`config.mk`:
```
export PLATFORM = sky130hd
export DESIGN_NAME = tdm_tap_rx
export DESIGN_NICKNAME = d
export VERILOG_FILES = /design/src/rtl/tdm_tap_pkg.sv /design/src/rtl/tdm_bitpos.sv /design/src/rtl/tdm_capture.sv /design/src/rtl/tdm_drive.sv /design/src/rtl/tdm_tap_rx.sv
export SDC_FILE = /design/constraint.sdc
export NUM_CORES = 1
export LEC_CHECK = 0
export CORE_ASPECT_RATIO = 1.75
export CORE_MARGIN = 3
export CORE_UTILIZATION = 23
export CTS_CLUSTER_SIZE = 24
export DETAILED_ROUTE_END_ITERATION = 8
export GPL_TIMING_DRIVEN = 0
export SLEW_MARGIN = 20
export SYNTH_ARGS = -nofsm -noshare
export SYNTH_HDL_FRONTEND = slang
export SYNTH_HIERARCHICAL = 1
export SYNTH_SLANG_ARGS = --single-unit
export TNS_END_PERCENT = 10
```
`constraint.sdc`:
```
create_clock -name clk -period 4.47 [get_ports clk]
set_clock_uncertainty 0.05 [all_clocks]
set_input_delay 1.341 -clock clk [delete_from_list [all_inputs] [get_ports clk]]
set_output_delay 1.341 -clock clk [all_outputs]
set_load 0.05 [all_outputs]
```
`src/rtl/tdm_tap_pkg.sv`:
```
package tdm_tap_pkg;

    localparam int unsigned BYTE_W = 8;

    // one sampled bit of the line, as seen on the core clock
    typedef struct packed {
        logic tick;   // strobe present this cycle
        logic live;   // strobe and the counter is locked to a frame
        logic sync;   // frame marker on this strobe
        logic data;   // sampled line value
    } bit_evt_t;

    // what the line driver does on a cycle
    typedef enum logic [1:0] {
        DRV_HOLD  = 2'd0,
        DRV_IDLE  = 2'd1,
        DRV_LOAD  = 2'd2,
        DRV_SHIFT = 2'd3
    } drv_op_e;

    function automatic logic in_window(int unsigned pos, int unsigned lo, int unsigned hi);
        return (pos >= lo) && (pos < hi);
    endfunction

    function automatic int unsigned step_pos(int unsigned pos, int unsigned frame_len);
        return (pos + 1 >= frame_len) ? 0 : pos + 1;
    endfunction

endpackage

```
`src/rtl/tdm_bitpos.sv`:
```
module tdm_bitpos
    import tdm_tap_pkg::*;
#(
    parameter int unsigned FRAME_BITS = 1024,
    parameter int unsigned CNT_W      = $clog2(FRAME_BITS)
) (
    input  logic             clk,
    input  logic             rst,
    input  logic             bit_tick,
    input  logic             fsync_n,
    input  logic             line_in,
    output bit_evt_t         evt,
    output logic [CNT_W-1:0] cur_pos,
    output logic [CNT_W-1:0] nxt_pos
);

    logic [CNT_W-1:0] pos_q;
    logic             locked_q;
    logic             sync;

    always_comb begin
        sync     = bit_tick && !fsync_n;
        cur_pos  = sync ? '0 : CNT_W'(step_pos(32'(pos_q), FRAME_BITS));
        nxt_pos  = CNT_W'(step_pos(32'(cur_pos), FRAME_BITS));
        evt.tick = bit_tick;
        evt.live = bit_tick && (locked_q || sync);
        evt.sync = sync;
        evt.data = line_in;
    end

    always_ff @(posedge clk) begin
        if (rst) begin
            pos_q    <= '0;
            locked_q <= 1'b0;
        end else if (bit_tick) begin
            pos_q <= cur_pos;
            if (sync) begin
                locked_q <= 1'b1;
            end
        end
    end

endmodule

```
`src/rtl/tdm_capture.sv`:
```
module tdm_capture
    import tdm_tap_pkg::*;
#(
    parameter int unsigned CNT_W     = 10,
    parameter int unsigned DISP_BITS = 40
) (
    input  logic                 clk,
    input  logic                 rst,
    input  bit_evt_t             evt,
    input  logic [CNT_W-1:0]     cur_pos,
    input  logic [CNT_W-1:0]     lo,
    input  logic [CNT_W-1:0]     hi,
    output logic [DISP_BITS-1:0] disp
);

    logic [DISP_BITS-1:0] shift_q;
    logic [DISP_BITS-1:0] shift_d;
    logic                 hit;
    logic                 first;
    logic                 last;

    always_comb begin
        hit     = evt.live && in_window(32'(cur_pos), 32'(lo), 32'(hi));
        first   = (cur_pos == lo);
        last    = (32'(cur_pos) + 1 == 32'(hi));
        shift_d = first ? {{(DISP_BITS-1){1'b0}}, evt.data}
                        : {shift_q[DISP_BITS-2:0], evt.data};
    end

    always_ff @(posedge clk) begin
        if (rst) begin
            shift_q <= '0;
            disp    <= '0;
        end else if (hit) begin
            shift_q <= shift_d;
            if (last) begin
                disp <= shift_d;
            end
        end
    end

endmodule

```
`src/rtl/tdm_drive.sv`:
```
module tdm_drive
    import tdm_tap_pkg::*;
#(
    parameter int unsigned CNT_W = 10
) (
    input  logic              clk,
    input  logic              rst,
    input  bit_evt_t          evt,
    input  logic [CNT_W-1:0]  nxt_pos,
    input  logic [CNT_W-1:0]  lo,
    input  logic [CNT_W-1:0]  hi,
    input  logic [BYTE_W-1:0] byte_in,
    output logic              oe,
    output logic              dout
);

    logic [BYTE_W-1:0] sh_q;
    drv_op_e           op;

    always_comb begin
        if (!evt.tick) begin
            op = DRV_HOLD;
        end else if (evt.live && in_window(32'(nxt_pos), 32'(lo), 32'(hi))) begin
            op = (nxt_pos == lo) ? DRV_LOAD : DRV_SHIFT;
        end else begin
            op = DRV_IDLE;
        end
    end

    always_ff @(posedge clk) begin
        if (rst) begin
            sh_q <= '0;
            oe   <= 1'b0;
            dout <= 1'b0;
        end else begin
            case (op)
                DRV_LOAD: begin
                    sh_q <= {byte_in[BYTE_W-2:0], 1'b0};
                    dout <= byte_in[BYTE_W-1];
                    oe   <= 1'b1;
                end
                DRV_SHIFT: begin
                    sh_q <= {sh_q[BYTE_W-2:0], 1'b0};
                    dout <= sh_q[BYTE_W-1];
                    oe   <= 1'b1;
                end
                DRV_IDLE: begin
                    dout <= 1'b0;
                    oe   <= 1'b0;
                end
                default: ;
            endcase
        end
    end

endmodule

```
`src/rtl/tdm_tap_rx.sv`:
```
module tdm_tap_rx
    import tdm_tap_pkg::*;
#(
    parameter int unsigned FRAME_BITS = 1024,
    parameter int unsigned NUM_DISP   = 5,
    localparam int unsigned CNT_W     = $clog2(FRAME_BITS),
    localparam int unsigned DISP_BITS = NUM_DISP * BYTE_W
) (
    input  logic                 clk,
    input  logic                 rst,
    input  logic                 bit_tick,
    input  logic                 fsync_n,
    input  logic                 line_in,
    input  logic [CNT_W-1:0]     cap_lo,
    input  logic [CNT_W-1:0]     cap_hi,
    input  logic [CNT_W-1:0]     drv_lo,
    input  logic [CNT_W-1:0]     drv_hi,
    input  logic [BYTE_W-1:0]    drv_byte,
    output logic [DISP_BITS-1:0] disp_out,
    output logic                 line_out,
    output logic                 line_oe
);

    bit_evt_t         evt;
    logic [CNT_W-1:0] cur_pos;
    logic [CNT_W-1:0] nxt_pos;

    tdm_bitpos #(
        .FRAME_BITS(FRAME_BITS),
        .CNT_W     (CNT_W)
    ) u_pos (
        .clk     (clk),
        .rst     (rst),
        .bit_tick(bit_tick),
        .fsync_n (fsync_n),
        .line_in (line_in),
        .evt     (evt),
        .cur_pos (cur_pos),
        .nxt_pos (nxt_pos)
    );

    tdm_capture #(
        .CNT_W    (CNT_W),
        .DISP_BITS(DISP_BITS)
    ) u_cap (
        .clk    (clk),
        .rst    (rst),
        .evt    (evt),
        .cur_pos(cur_pos),
        .lo     (cap_lo),
        .hi     (cap_hi),
        .disp   (disp_out)
    );

    tdm_drive #(
        .CNT_W(CNT_W)
    ) u_drv (
        .clk    (clk),
        .rst    (rst),
        .evt    (evt),
        .nxt_pos(nxt_pos),
        .lo     (drv_lo),
        .hi     (drv_hi),
        .byte_in(drv_byte),
        .oe     (line_oe),
        .dout   (line_out)
    );

endmodule

```
==> impl_metrics.ini <==
[outcome]
status = complete, no violations

[layout]
diodes = 0
postLayoutCoreUtil_pct = 31.73
layout-drive-gt1-share_pct = 10.78
areaGrowthSynthToFinish_pct = 34.38
nets = 925
final_cell_area_mm2 = 0.007874
layoutNonFillerInstCount = 1147

[floorplan]
fp-row-count = 76
die_area_mm2 = 0.02750
die_w_um = 126.7
ios = 95
initial_utilization_pct = 23.61
core_mm2 = 0.02482
die_h_um = 217.1

[global_routing]
grt_antenna_before_repair = 1
overflow = 0
grt_pass1_vias = 5429
grt_usage_pct = 12.02
grt_max_degree = 18
grt_pass1_wl_um = 26740

[critical_path]
crit_path_start = fsync_n
arrival_ns = 4.59
ff2ff_setup_slack_ns = 0.23
max_stage_delay_ns = 0.49
cp-start-kind = primary input
crit_path_end_kind = register
reg2reg_to = u_drv/sh_q[5]
crit_chain = buf_6, nand2b_4, o31ai_4, nor2_4, ha_4, inv_2, a2111o_1, o31ai_1, o211ai_1, ha_1, a21oi_2, o21a_1, a2111o_1, a21oi_2, o21ai_4, mux2_4
reg2regPathDepth = 18
crit_path_max_fanout = 8
worstPathRequired_ns = 4.65
critPathKind = primary input to register
reg2reg_from = u_pos/pos_q[1]
critPathSlowestCell = a2111o_1
critPathCapture = u_drv/sh_q[5]

[clocking]
numCtsBuffers = 9
clock-root-buffer = clkbuf_16
htree_levels = 3
ctsHoldBuffers = 0
cts_tree = built
clockBufferDepth = 2
cts_sinks = 99
clock_latency_ns = 0.35
cts.clk_slew.worst_paths_ns = 0.07

[placement]
globalplace.congestion = 0.9066
hpwl_um = 12790
place_inst = 1114
placedInstanceArea_mm2 = 0.007224
port_buffers = 93

[routing]
wl_per_cell_um = 14.58
dr.pass1.iters = 4
dr.first_iter.drc_count = 218
viasPerCell = 4.607
detail-route-antenna-nets = 0
num_vias = 5284
drc = 0
drt_wl_total_um = 16720

[flow_run]
max_cap_viol_count = 0

[logic_synthesis]
synth_fp_nets = 804
syn_area_per_cell_um2 = 8.264
yosysWarnings = 6
syn_area_mm2 = 0.005859
syn_inst = 709

[timing]
maxSlewHeadroom_pct = 54.84
setup_viol = 0
timing.fmax_mhz = 227.1
finalHoldViolations = 0
drv_slew = 0
max_slew.worst_pin.slew_ns = 0.6774
min_period_ns = 4.403
fin_crit_sh_pct = 98.49
setup_tns_ns = 0

[hold_path]
holdCritPathClass = register to register
whs_path_depth = 2

[power]
p_per_area_mw_per_mm2 = 243.1
p_leak_nw = 2.847
peakVddDrop_v = 0.0001700
fin_total_pwr_mw = 1.914
## state kept, by name, indices dropped and copies added, names as in the netlist
register and flops:
u_pos/pos_q 10, u_cap/disp 40, u_cap/shift_q 39, u_drv/sh_q 7, u_drv/dout 1, u_drv/oe 1, u_pos/locked_q 1
## worst min path at each step
| stage | from | to | slack, ns |
|---|---|---|---|
| global route | u_cap/shift_q[37] | u_cap/shift_q[37] | 0.44 |
| global placement | u_cap/shift_q[38] | u_cap/shift_q[38] | 0.39 |
| CTS | u_cap/shift_q[38] | u_cap/shift_q[38] | 0.41 |
| detailed placement | u_cap/shift_q[38] | u_cap/shift_q[38] | 0.40 |
| finish | u_cap/shift_q[38] | u_cap/shift_q[38] | 0.40 |
| floorplan | u_pos/locked_q | u_pos/locked_q | 0.37 |
## where the power goes
part	switching (mW)	internal [mW]	total (mW)	leakage, nW
Combinational	0.103	0.101	0.204	1.90
Sequential	0.00181	0.883	0.885	0.798
Clock	0.369	0.457	0.826	0.149
## metal layers
layer	up-vias	routed length [um]	share of wire, %	track usage, %
li1	2700	-	-	-
met1	2436	6376	38	12.33
met2	114	9019	54	23.04
met3	32	868	5.2	2.628
met4	2	445	2.7	5.047
met5	-	9	0.054	0
## critical path, delay by kind of cell
family / cells / cell delay (ns)
AND/OR/NAND/NOR: 2 / 0.30
AO/OA/AOI/OAI: 9 / 1.98
adder cells (fa/ha/maj): 2 / 0.51
multiplexers: 1 / 0.33
buffers and inverters: 2 / 0.13
## final cells by class
type	instances	area [um^2]
clock inverters	6	72.57
multi-input cells	524	3724
well taps	312	390.4
fillers	2594	16950
clock buffers	10	239.0
flip-flops and latches	99	1983
plain buffers	41	207.7
repair buffers	110	1086
inverters	45	171.4
## placed cells by master, fill, tap and decap left out, types with 3 or more instances in the layout
cell type        count
nor3_1               5
or3_1                3
a2111o_1             3
xor2_1              13
clkbuf_16            9
a21oi_2              3
mux2_4               6
and3_1               4
nand3_2              3
mux2i_1             55
nand3_1             46
clkbuf_1            26
nor2b_1              8
nor2_4               5
dfxtp_1             98
inv_1               43
a21boi_0             3
clkdlybuf4s50_1     91
o31ai_1              4
nand2b_1            45
ha_1                41
nor2_1              30
a31oi_1              4
buf_6                6
o21ai_0             16
nand3b_1             4
a21oi_4              4
and2_1               3
buf_4               20
xnor2_1              6
a211oi_1             5
nand4_1              7
nand2_1             95
a21oi_1             54
and4_1               4
buf_2                4
o211ai_1             3
## through the flow
step	setup slack, ns	hold WS, ns
detailed placement	-1.425	0.3966
CTS	0.02453	0.4060
global route	-0.009556	0.4406
global placement	-1.488	0.3889
floorplan	0.03812	0.3706
finish	0.06741	0.4035
## repair_timing
action,in CTS,in global routing
buffers inserted,8,9
pin swaps,7,12
setup endpoints to repair,88,85
gates cloned,0,0
resized for setup,26,29
Power figures use the tool's default switching activity.
